<file path="src/rtl/opaddr_gen.sv">
module opaddr_gen #(
  parameter int XLEN  = 32,
  parameter int RIDX  = 4,
  parameter int DISPW = 16,
  parameter int MODEW = 4
) (
  input  logic             clk,
  input  logic             rst_n,
  input  logic             start,
  input  logic [MODEW-1:0] mode,
  input  logic [RIDX-1:0]  ra,
  input  logic [RIDX-1:0]  rb,
  input  logic [DISPW-1:0] disp,
  input  logic [1:0]       sc,
  output logic [RIDX-1:0]  rf_ra_addr,
  input  logic [XLEN-1:0]  rf_ra_data,
  output logic [RIDX-1:0]  rf_rb_addr,
  input  logic [XLEN-1:0]  rf_rb_data,
  output logic             rf_we,
  output logic [RIDX-1:0]  rf_waddr,
  output logic [XLEN-1:0]  rf_wdata,
  output logic             mem_req,
  output logic [XLEN-1:0]  mem_addr,
  input  logic             mem_ready,
  input  logic             mem_valid,
  input  logic [XLEN-1:0]  mem_rdata,
  output logic [XLEN-1:0]  ea,
  output logic [XLEN-1:0]  operand,
  output logic             done
);

  localparam logic [MODEW-1:0] M_REG     = MODEW'(0);
  localparam logic [MODEW-1:0] M_IMM     = MODEW'(1);
  localparam logic [MODEW-1:0] M_DISP    = MODEW'(2);
  localparam logic [MODEW-1:0] M_RIND    = MODEW'(3);
  localparam logic [MODEW-1:0] M_IDX     = MODEW'(4);
  localparam logic [MODEW-1:0] M_ABS     = MODEW'(5);
  localparam logic [MODEW-1:0] M_MIND    = MODEW'(6);
  localparam logic [MODEW-1:0] M_POSTINC = MODEW'(7);
  localparam logic [MODEW-1:0] M_PREDEC  = MODEW'(8);
  localparam logic [MODEW-1:0] M_SCALED  = MODEW'(9);
  localparam int               EXTW      = XLEN - DISPW;

  typedef enum logic [1:0] {S_IDLE, S_CALC, S_REQ, S_WAIT} st_t;

  st_t              st;
  logic [MODEW-1:0] m_q;
  logic [RIDX-1:0]  ra_q, rb_q;
  logic [DISPW-1:0] disp_q;
  logic [1:0]       sc_q;
  logic [XLEN-1:0]  addr_q;
  logic             hop_q;

  logic [XLEN-1:0] sx_disp, zx_disp, step, calc_addr;
  logic            uses_mem;

  assign sx_disp  = {{EXTW{disp_q[DISPW-1]}}, disp_q};
  assign zx_disp  = {{EXTW{1'b0}}, disp_q};
  assign step     = {{(XLEN-1){1'b0}}, 1'b1} << sc_q;
  assign uses_mem = (m_q >= M_DISP) && (m_q <= M_SCALED);

  assign rf_ra_addr = ra_q;
  assign rf_rb_addr = rb_q;
  assign rf_waddr   = ra_q;
  assign mem_req    = (st == S_REQ);
  assign mem_addr   = addr_q;

  always_comb begin
    case (m_q)
      M_DISP:   calc_addr = rf_ra_data + sx_disp;
      M_IDX:    calc_addr = rf_ra_data + rf_rb_data;
      M_ABS:    calc_addr = zx_disp;
      M_PREDEC: calc_addr = rf_ra_data - step;
      M_SCALED: calc_addr = sx_disp + rf_ra_data + (rf_rb_data << sc_q);
      default:  calc_addr = rf_ra_data;
    endcase
  end

  always_ff @(posedge clk) begin
    if (!rst_n) begin
      st       <= S_IDLE;
      m_q      <= '0;
      ra_q     <= '0;
      rb_q     <= '0;
      disp_q   <= '0;
      sc_q     <= '0;
      addr_q   <= '0;
      hop_q    <= 1'b0;
      ea       <= '0;
      operand  <= '0;
      done     <= 1'b0;
      rf_we    <= 1'b0;
      rf_wdata <= '0;
    end else begin
      done  <= 1'b0;
      rf_we <= 1'b0;
      case (st)
        S_IDLE: if (start) begin
          m_q    <= mode;
          ra_q   <= ra;
          rb_q   <= rb;
          disp_q <= disp;
          sc_q   <= sc;
          st     <= S_CALC;
        end
        S_CALC: if (!uses_mem) begin
          operand <= (m_q == M_IMM) ? sx_disp : rf_ra_data;
          ea      <= '0;
          done    <= 1'b1;
          st      <= S_IDLE;
        end else begin
          addr_q <= calc_addr;
          hop_q  <= (m_q == M_MIND);
          st     <= S_REQ;
        end
        S_REQ: if (mem_ready) st <= S_WAIT;
        S_WAIT: if (mem_valid) begin
          if (hop_q) begin
            hop_q  <= 1'b0;
            addr_q <= mem_rdata;
            st     <= S_REQ;
          end else begin
            operand <= mem_rdata;
            ea      <= addr_q;
            done    <= 1'b1;
            st      <= S_IDLE;
            if (m_q == M_POSTINC) begin
              rf_we    <= 1'b1;
              rf_wdata <= addr_q + step;
            end else if (m_q == M_PREDEC) begin
              rf_we    <= 1'b1;
              rf_wdata <= addr_q;
            end
          end
        end
        default: st <= S_IDLE;
      endcase
    end
  end

  a_r11_req_hold: assert property (@(posedge clk) disable iff (!rst_n)
    mem_req && !mem_ready |=> mem_req && $stable(mem_addr));

  a_r12_done_pulse: assert property (@(posedge clk) disable iff (!rst_n)
    done |=> !done);

  a_r10_wb_in_done: assert property (@(posedge clk) disable iff (!rst_n)
    rf_we |-> done);

  a_r11_idle_at_done: assert property (@(posedge clk) disable iff (!rst_n)
    done |-> !mem_req);

  a_r8_predec_wb: assert property (@(posedge clk) disable iff (!rst_n)
    rf_we && m_q == M_PREDEC |-> rf_wdata == ea);

  a_r7_postinc_wb: assert property (@(posedge clk) disable iff (!rst_n)
    rf_we && m_q == M_POSTINC |-> rf_wdata == ea + step);

endmodule

</file>
<file path="config.mk">
export PLATFORM = sky130hd
export DESIGN_NAME = opaddr_gen
export DESIGN_NICKNAME = d
export VERILOG_FILES = /design/src/rtl/opaddr_gen.sv
export SDC_FILE = /design/constraint.sdc
export NUM_CORES = 1
export LEC_CHECK = 0
export ABC_AREA = 1
export BUFFER_PORTS_ARGS = -buffer_cell sky130_fd_sc_hd__buf_2
export CORE_ASPECT_RATIO = 0.6
export CORE_MARGIN = 3
export CORE_UTILIZATION = 30
export CTS_CLUSTER_DIAMETER = 100
export DETAILED_ROUTE_END_ITERATION = 8
export GPL_TIMING_DRIVEN = 0
export HOLD_SLACK_MARGIN = 0.15
export PLACE_DENSITY = 0.49
export SYNTH_ARGS = -nofsm -noshare
export SYNTH_HDL_FRONTEND = slang
export SYNTH_SLANG_ARGS = --single-unit
</file>
<file path="constraint.sdc">
create_clock -name clk -period 4.4 [get_ports clk]
set_input_delay 0.66 -clock clk [delete_from_list [all_inputs] [get_ports clk]]
set_output_delay 0.66 -clock clk [all_outputs]
set_load 0.05 [all_outputs]
</file>
# After elaboration in Yosys (flattened, before gate mapping)
# Index checks and enable logic that the tools add are counted.
# classes
reduce_logical,11
shifts,2
add_sub_neg,5
n_eq_ne,18
magnitude_cmp,2
bitwise_logic,4
mux,31
# op_table
cell,n
$mux W32,12
$pmux W32 S2,3
$pmux W32 S5,1
$add A32 B32 Y32,4
$shl A1 B2 Y32 const A,1
$shl A32 B2 Y32,1
$sub A32 B32 Y32,1
$eq A4 B3 Y1 const B,4
$ne A2 B2 Y1 const B,6
$reduce_and A4 Y1,3
$mux W2,5
$eq A4 B4 Y1 const B,2
$pmux W2 S4,1
$mux W1,7
$reduce_and A3 Y1,2
$eq A2 B2 Y1 const B,2
$eq A4 B1 Y1 const B,1
$eq A4 B2 Y1 const B,1
$ge A4 B2 Y1 const B,1
$le A4 B4 Y1 const B,1
$not A1 Y1,4
$pmux W1 S2,2
$reduce_bool A2 Y1,2
$reduce_or A4 Y1,1
5 further kinds,5
# word_totals
reg_bits,163
in_bits,131

# Logic depth before layout (Yosys ltp)
# logic_depth
ltp_word,5
ltp_mapped,34
mapped_depth_nobuf,34

# Worst setup path before layout
# Ideal clock, no wire load.
# synth_timing
kind,input to register
from,input rf_ra_data[0]
to,register addr_q[29] (netlist: mem_addr[29])
slack_ns,0.694
t_required_ns,4.330
path_buffers,0
arrival_time_ns,3.636
cell_stages,24
setup_ns,0.070
path_cell_list,ha_1 -> fa_1 -> nand3_1 -> nand2_1 -> nand2_1 -> nand2_1 -> nand2_1 -> nand2_1 -> nand3_1 -> nand2_1 -> or2_2 -> and2_1 -> ha_1 -> a21oi_1 -> o21ai_0 -> a21oi_1 -> nor2_1 -> nor2_1 -> nand2_1 -> nand2_1 -> nand3_1 -> nand4_1 -> nand2_1 -> a21oi_1
# synth_via
elab_chain_cells,5
elab_cells_between_ends,7
cone_classes,add/sub (4); mux (3)
# synth_rtl
item,line_no,text
start: declaration,16,"input logic [XLEN-1:0] rf_ra_data,"
$add A32 B32 Y32,"70, 74",
$add A32 B32 Y32,74,M_SCALED: calc_addr = sx_disp + rf_ra_data + (rf_rb_data << sc_q);
$pmux W32 S5 *,69,case (m_q)
$mux W32 *,106,S_CALC: if (!uses_mem) begin
$pmux W32 S2 *,97,case (st)
end signal: assignment,112,addr_q <= calc_addr;
end signal: assignment,120,addr_q <= mem_rdata;
end: declaration,51,logic [XLEN-1:0] addr_q;
# Mark *: on every way between the ends. The rest lies on a longest branch, timed or not. The select of a mux whose other input is x is not followed.
# A chain may end at the register's enable or synchronous reset.

# Worst setup path after layout
# layout_timing
from,input rf_ra_data[0]
to,register addr_q[13] (netlist: mem_addr[13])
# The elaborated chain is that of the path after synthesis.

==> flow_summary.toml <==
[status]
status = "finished with violations"
violations = "setup timing"

[setup_path]
cp-end-kind = "flop"
timing.critical_path.slowest_cell_delay_ns = 0.66
cpMostUsedCell = "nand2_1"
cp.arrival_ns = 4.75
cp_max_fo = 5
crit_slowest_cell = "o21ai_0"
crit_chain = "buf_2, ha_2, fa_2, nand3_1, nand2_2, nand2_1, nand2_1, nand2_1, nand2_2, xor2_4, ha_1, a21oi_2, o21ai_0, a21oi_1, nand2_1, o21ai_0, nand4_1, o211ai_1, a21oi_1"
critical_path_required_ns = 4.73
critPathKind = "input pin to flop"
r2r_start = "disp_q[0]$_SDFFE_PN0P_"
crit_path_start = "rf_ra_data[0]"
critPathLaunchType = "input pin"

[global_routing]
grt_util_all_layers_pct = 32.88
grt_pass1_vias = 18510
grt.overflow.total = 0
antenna_found_initial = 9
grt_max_degree = 17
grt_first_pass_wirelength_mm = 130.6

[drt]
routed_via_density = 5.466
drt-wirelength-per-cell_um = 25.22
drt_iter0_markers = 2365
via_count = 20410
antenna_left = 0
drc_errors = 0
drt_wl_total_mm = 94.20
dr.pass1.iters = 6

[floorplan]
dieWidth_um = 302.4
die_h_um = 183.8
ios = 274
initial_core_util_pct = 30.70
coreArea_um2 = 51490
die-area_um2 = 55580
row_count = 64

[power_and_ir_drop]
power.share.sequential_pct = 22.3
switching_share_pct = 51.96
p_clk_share_pct = 20.3
powerDensity_nw_per_um2 = 410.9
p_comb_share_pct = 57.4
total_power_w = 0.008095
p_leak_nw = 9.324
p_sw_w = 0.004206
peakVddDrop_v = 0.0003001
p_int_w = 0.003888

[timing]
fin_ws_ns = -0.02651
slew_violations = 0
timing.final.crit_share_pct = 100.6
rsz0062_at_grt = "yes"
whs_ns = 0.4689
final_hold_viol_count = 0
worstMarginPinSlew_ns = 1.166
fin_skew_ns = 0.009276
slew_headroom_pct = 22.25
setup_viol = 1
period_needed_ns = 4.427
fmaxAchievable_ghz = 0.2259

[clock_tree]
clk_pin_slew_ns = 0.07
cts_tree = "yes"
cts_max_path_buffers = 2
postCtsHoldBufs = 0
insertion_delay_ns = 0.44
cts_sinks = 163
cts-htree-levels = 4
cts_root_buffer = "clkbuf_16"
cts_buffers = 17

[logic_synthesis]
syn-instance-count = 2719
ys_warn_count = 0
syn_avg_cell_area_um2 = 5.814
synthFlopType = "dfxtp_1"
async_flop_share_pct = 0
synth_edf_count = 0
yosysSeqAreaShare_pct = 20.64
synth_nets = 2952
ys_ff_latch = 163
yosysUniqueCellTypes = 52
synth_area_um2 = 15810

[run]
cap_violations = 0

[layout]
area_delta_synth_final_pct = 24.61
area.sequential_um2 = 3272
layout-drive-gt1-share_pct = 17.76
n_fill_cell = 5829
nNetsFinal = 3255
multi_input_area_um2 = 11820

[placement]
port_buffers = 271
dp_hpwl_mm = 81.07
gp_congestion = 0.9815

[min_path]
min_path_type = "input pin to flop"
holdCritStartpoint = "rb[1]"
synthesized netlist by cell type (13+ instances only):
library cell / count / area, µm²
clkbuf_1: 82 / 307.8
ha_1: 98 / 1226
or2_2: 18 / 112.6
a31oi_1: 32 / 200.2
nor4_1: 16 / 100.1
nand2_1: 658 / 2470
nand4_1: 33 / 206.5
nor2_1: 333 / 1250
o21ai_0: 316 / 1582
o21ai_1: 26 / 130.1
dfxtp_1: 163 / 3263
buf_2: 13 / 65.06
inv_1: 291 / 1092
o211ai_1: 15 / 112.6
nand3_1: 151 / 755.7
nand3b_1: 16 / 120.1
nor3_1: 38 / 190.2
a21oi_1: 250 / 1251
xor2_1: 38 / 332.8
o21bai_1: 19 / 142.6
final timing paths:
| kind | endpoint | slack, ns | cells after the start |
|---|---|---|---|
| max | mem_addr[13]$_SDFFE_PN0P_ | -0.03 | 19 |
| min | rf_rb_addr[1]$_SDFFE_PN0P_ | 0.47 | 3 |
| max reg2reg | mem_addr[13]$_SDFFE_PN0P_ | 0.01 | 18 |
| min reg2reg | rf_wdata[7]$_SDFFE_PN0P_ | 0.47 | 2 |
layout make-up:
| class | instances | area share, % |
|---|---|---|
| diodes | 7 | 0.08892 |
| plain buffers | 103 | 2.210 |
| clock buffers | 21 | 2.439 |
| clock inverters | 11 | 0.7622 |
| inverters | 306 | 5.831 |
| multi-input cells | 2145 | 60.02 |
| flip-flops and latches | 163 | 16.61 |
| well taps | 693 | 4.402 |
| repair buffers | 286 | 7.635 |
worst max-delay path, delay by kind of cell:
| family | cells | cell delay [ns] |
|---|---|---|
| adders and majority gates | 3 | 1.00 |
| xor gates and xnor gates | 1 | 0.32 |
| AOI/OAI and AO/OA | 6 | 1.54 |
| buffers and inverters | 1 | 0.15 |
| and+or+nand+nor | 8 | 1.07 |
kinds of logic (layout without fill, tap and decap cells):
family / Yosys count / in the layout / share of synthesized area [%]
xor+xnor: 49 / 49 / 2.715
other cells: 0 / 7 / 0
compound gates: 697 / 697 / 23.56
buf+inv: 411 / 727 / 10.03
simple gates: 1297 / 1297 / 34.79
flops: 163 / 163 / 20.64
fa+ha+maj: 102 / 102 / 8.263
power by group through the flow:
stage	clock network, W	logic, W	registers [W]
floorplan	0	0.00219	0.00219
global placement	0	0.00412	0.00183
detailed placement	0	0.00411	0.00183
CTS	0.00164	0.00429	0.00179
global route	0.00171	0.00499	0.00182
finish	0.00164	0.00465	0.00180
what timing repair did:
| action | CTS | global route |
|---|---|---|
| pin swaps | 17 | 22 |
| endpoints found under the setup margin | 23 | 22 |
| buffers inserted | 6 | 9 |
| gates resized for setup | 81 | 126 |
registers in the layout, summed over array words and instances, names as in the netlist:
name,cells
operand,32
disp_q,16
mem_addr,32
rf_rb_addr,4
done,1
rf_wdata,32
rf_ra_addr,4
m_q,4
ea,32
hop_q,1
sc_q,2
rf_we,1
st,2
metrics by stage:
step	instances	setup TNS [ns]	instance area, µm²	setup slack (ns)	utilization (%)
3_3_place_gp	3683	-18.73	18030	-1.176	35.02
4_1_cts	3721	0	19060	0.002762	37.01
6_report	3735	-0.02651	19700	-0.02651	38.26
3_5_place_dp	3683	-17.83	18030	-1.166	35.02
5_1_grt	3734	-0.08281	19700	-0.03274	38.25
2_1_floorplan	2719	0	15810	0.6937	-
per-layer routing:
layer	up-vias	part of all wire (%)	track usage, %
met5	-	0.014	0
met4	2	1.4	5.304
met3	85	12	10.14
met2	1006	35	40.57
met1	9675	51	53.68
li1	9646	-	-
cell usage in the layout (no fill, tap or decap), types with 15 or more instances in the layout:
| cell | n |
|---|---|
| nand2_2 | 21 |
| o21ai_0 | 295 |
| a31oi_1 | 32 |
| nand2_1 | 641 |
| buf_2 | 284 |
| nand3_1 | 140 |
| a21oi_1 | 231 |
| ha_1 | 73 |
| clkbuf_16 | 17 |
| nand4_1 | 33 |
| inv_1 | 290 |
| dfxtp_1 | 158 |
| clkbuf_1 | 76 |
| or2_2 | 18 |
| o211ai_1 | 15 |
| a21oi_2 | 18 |
| nor2_1 | 312 |
| nor2_2 | 18 |
| nor3_1 | 33 |
| xor2_1 | 21 |
| buf_4 | 19 |
| o21ai_1 | 42 |
| nand3b_1 | 16 |
Note: power is estimated with default switching activity, not from simulation.
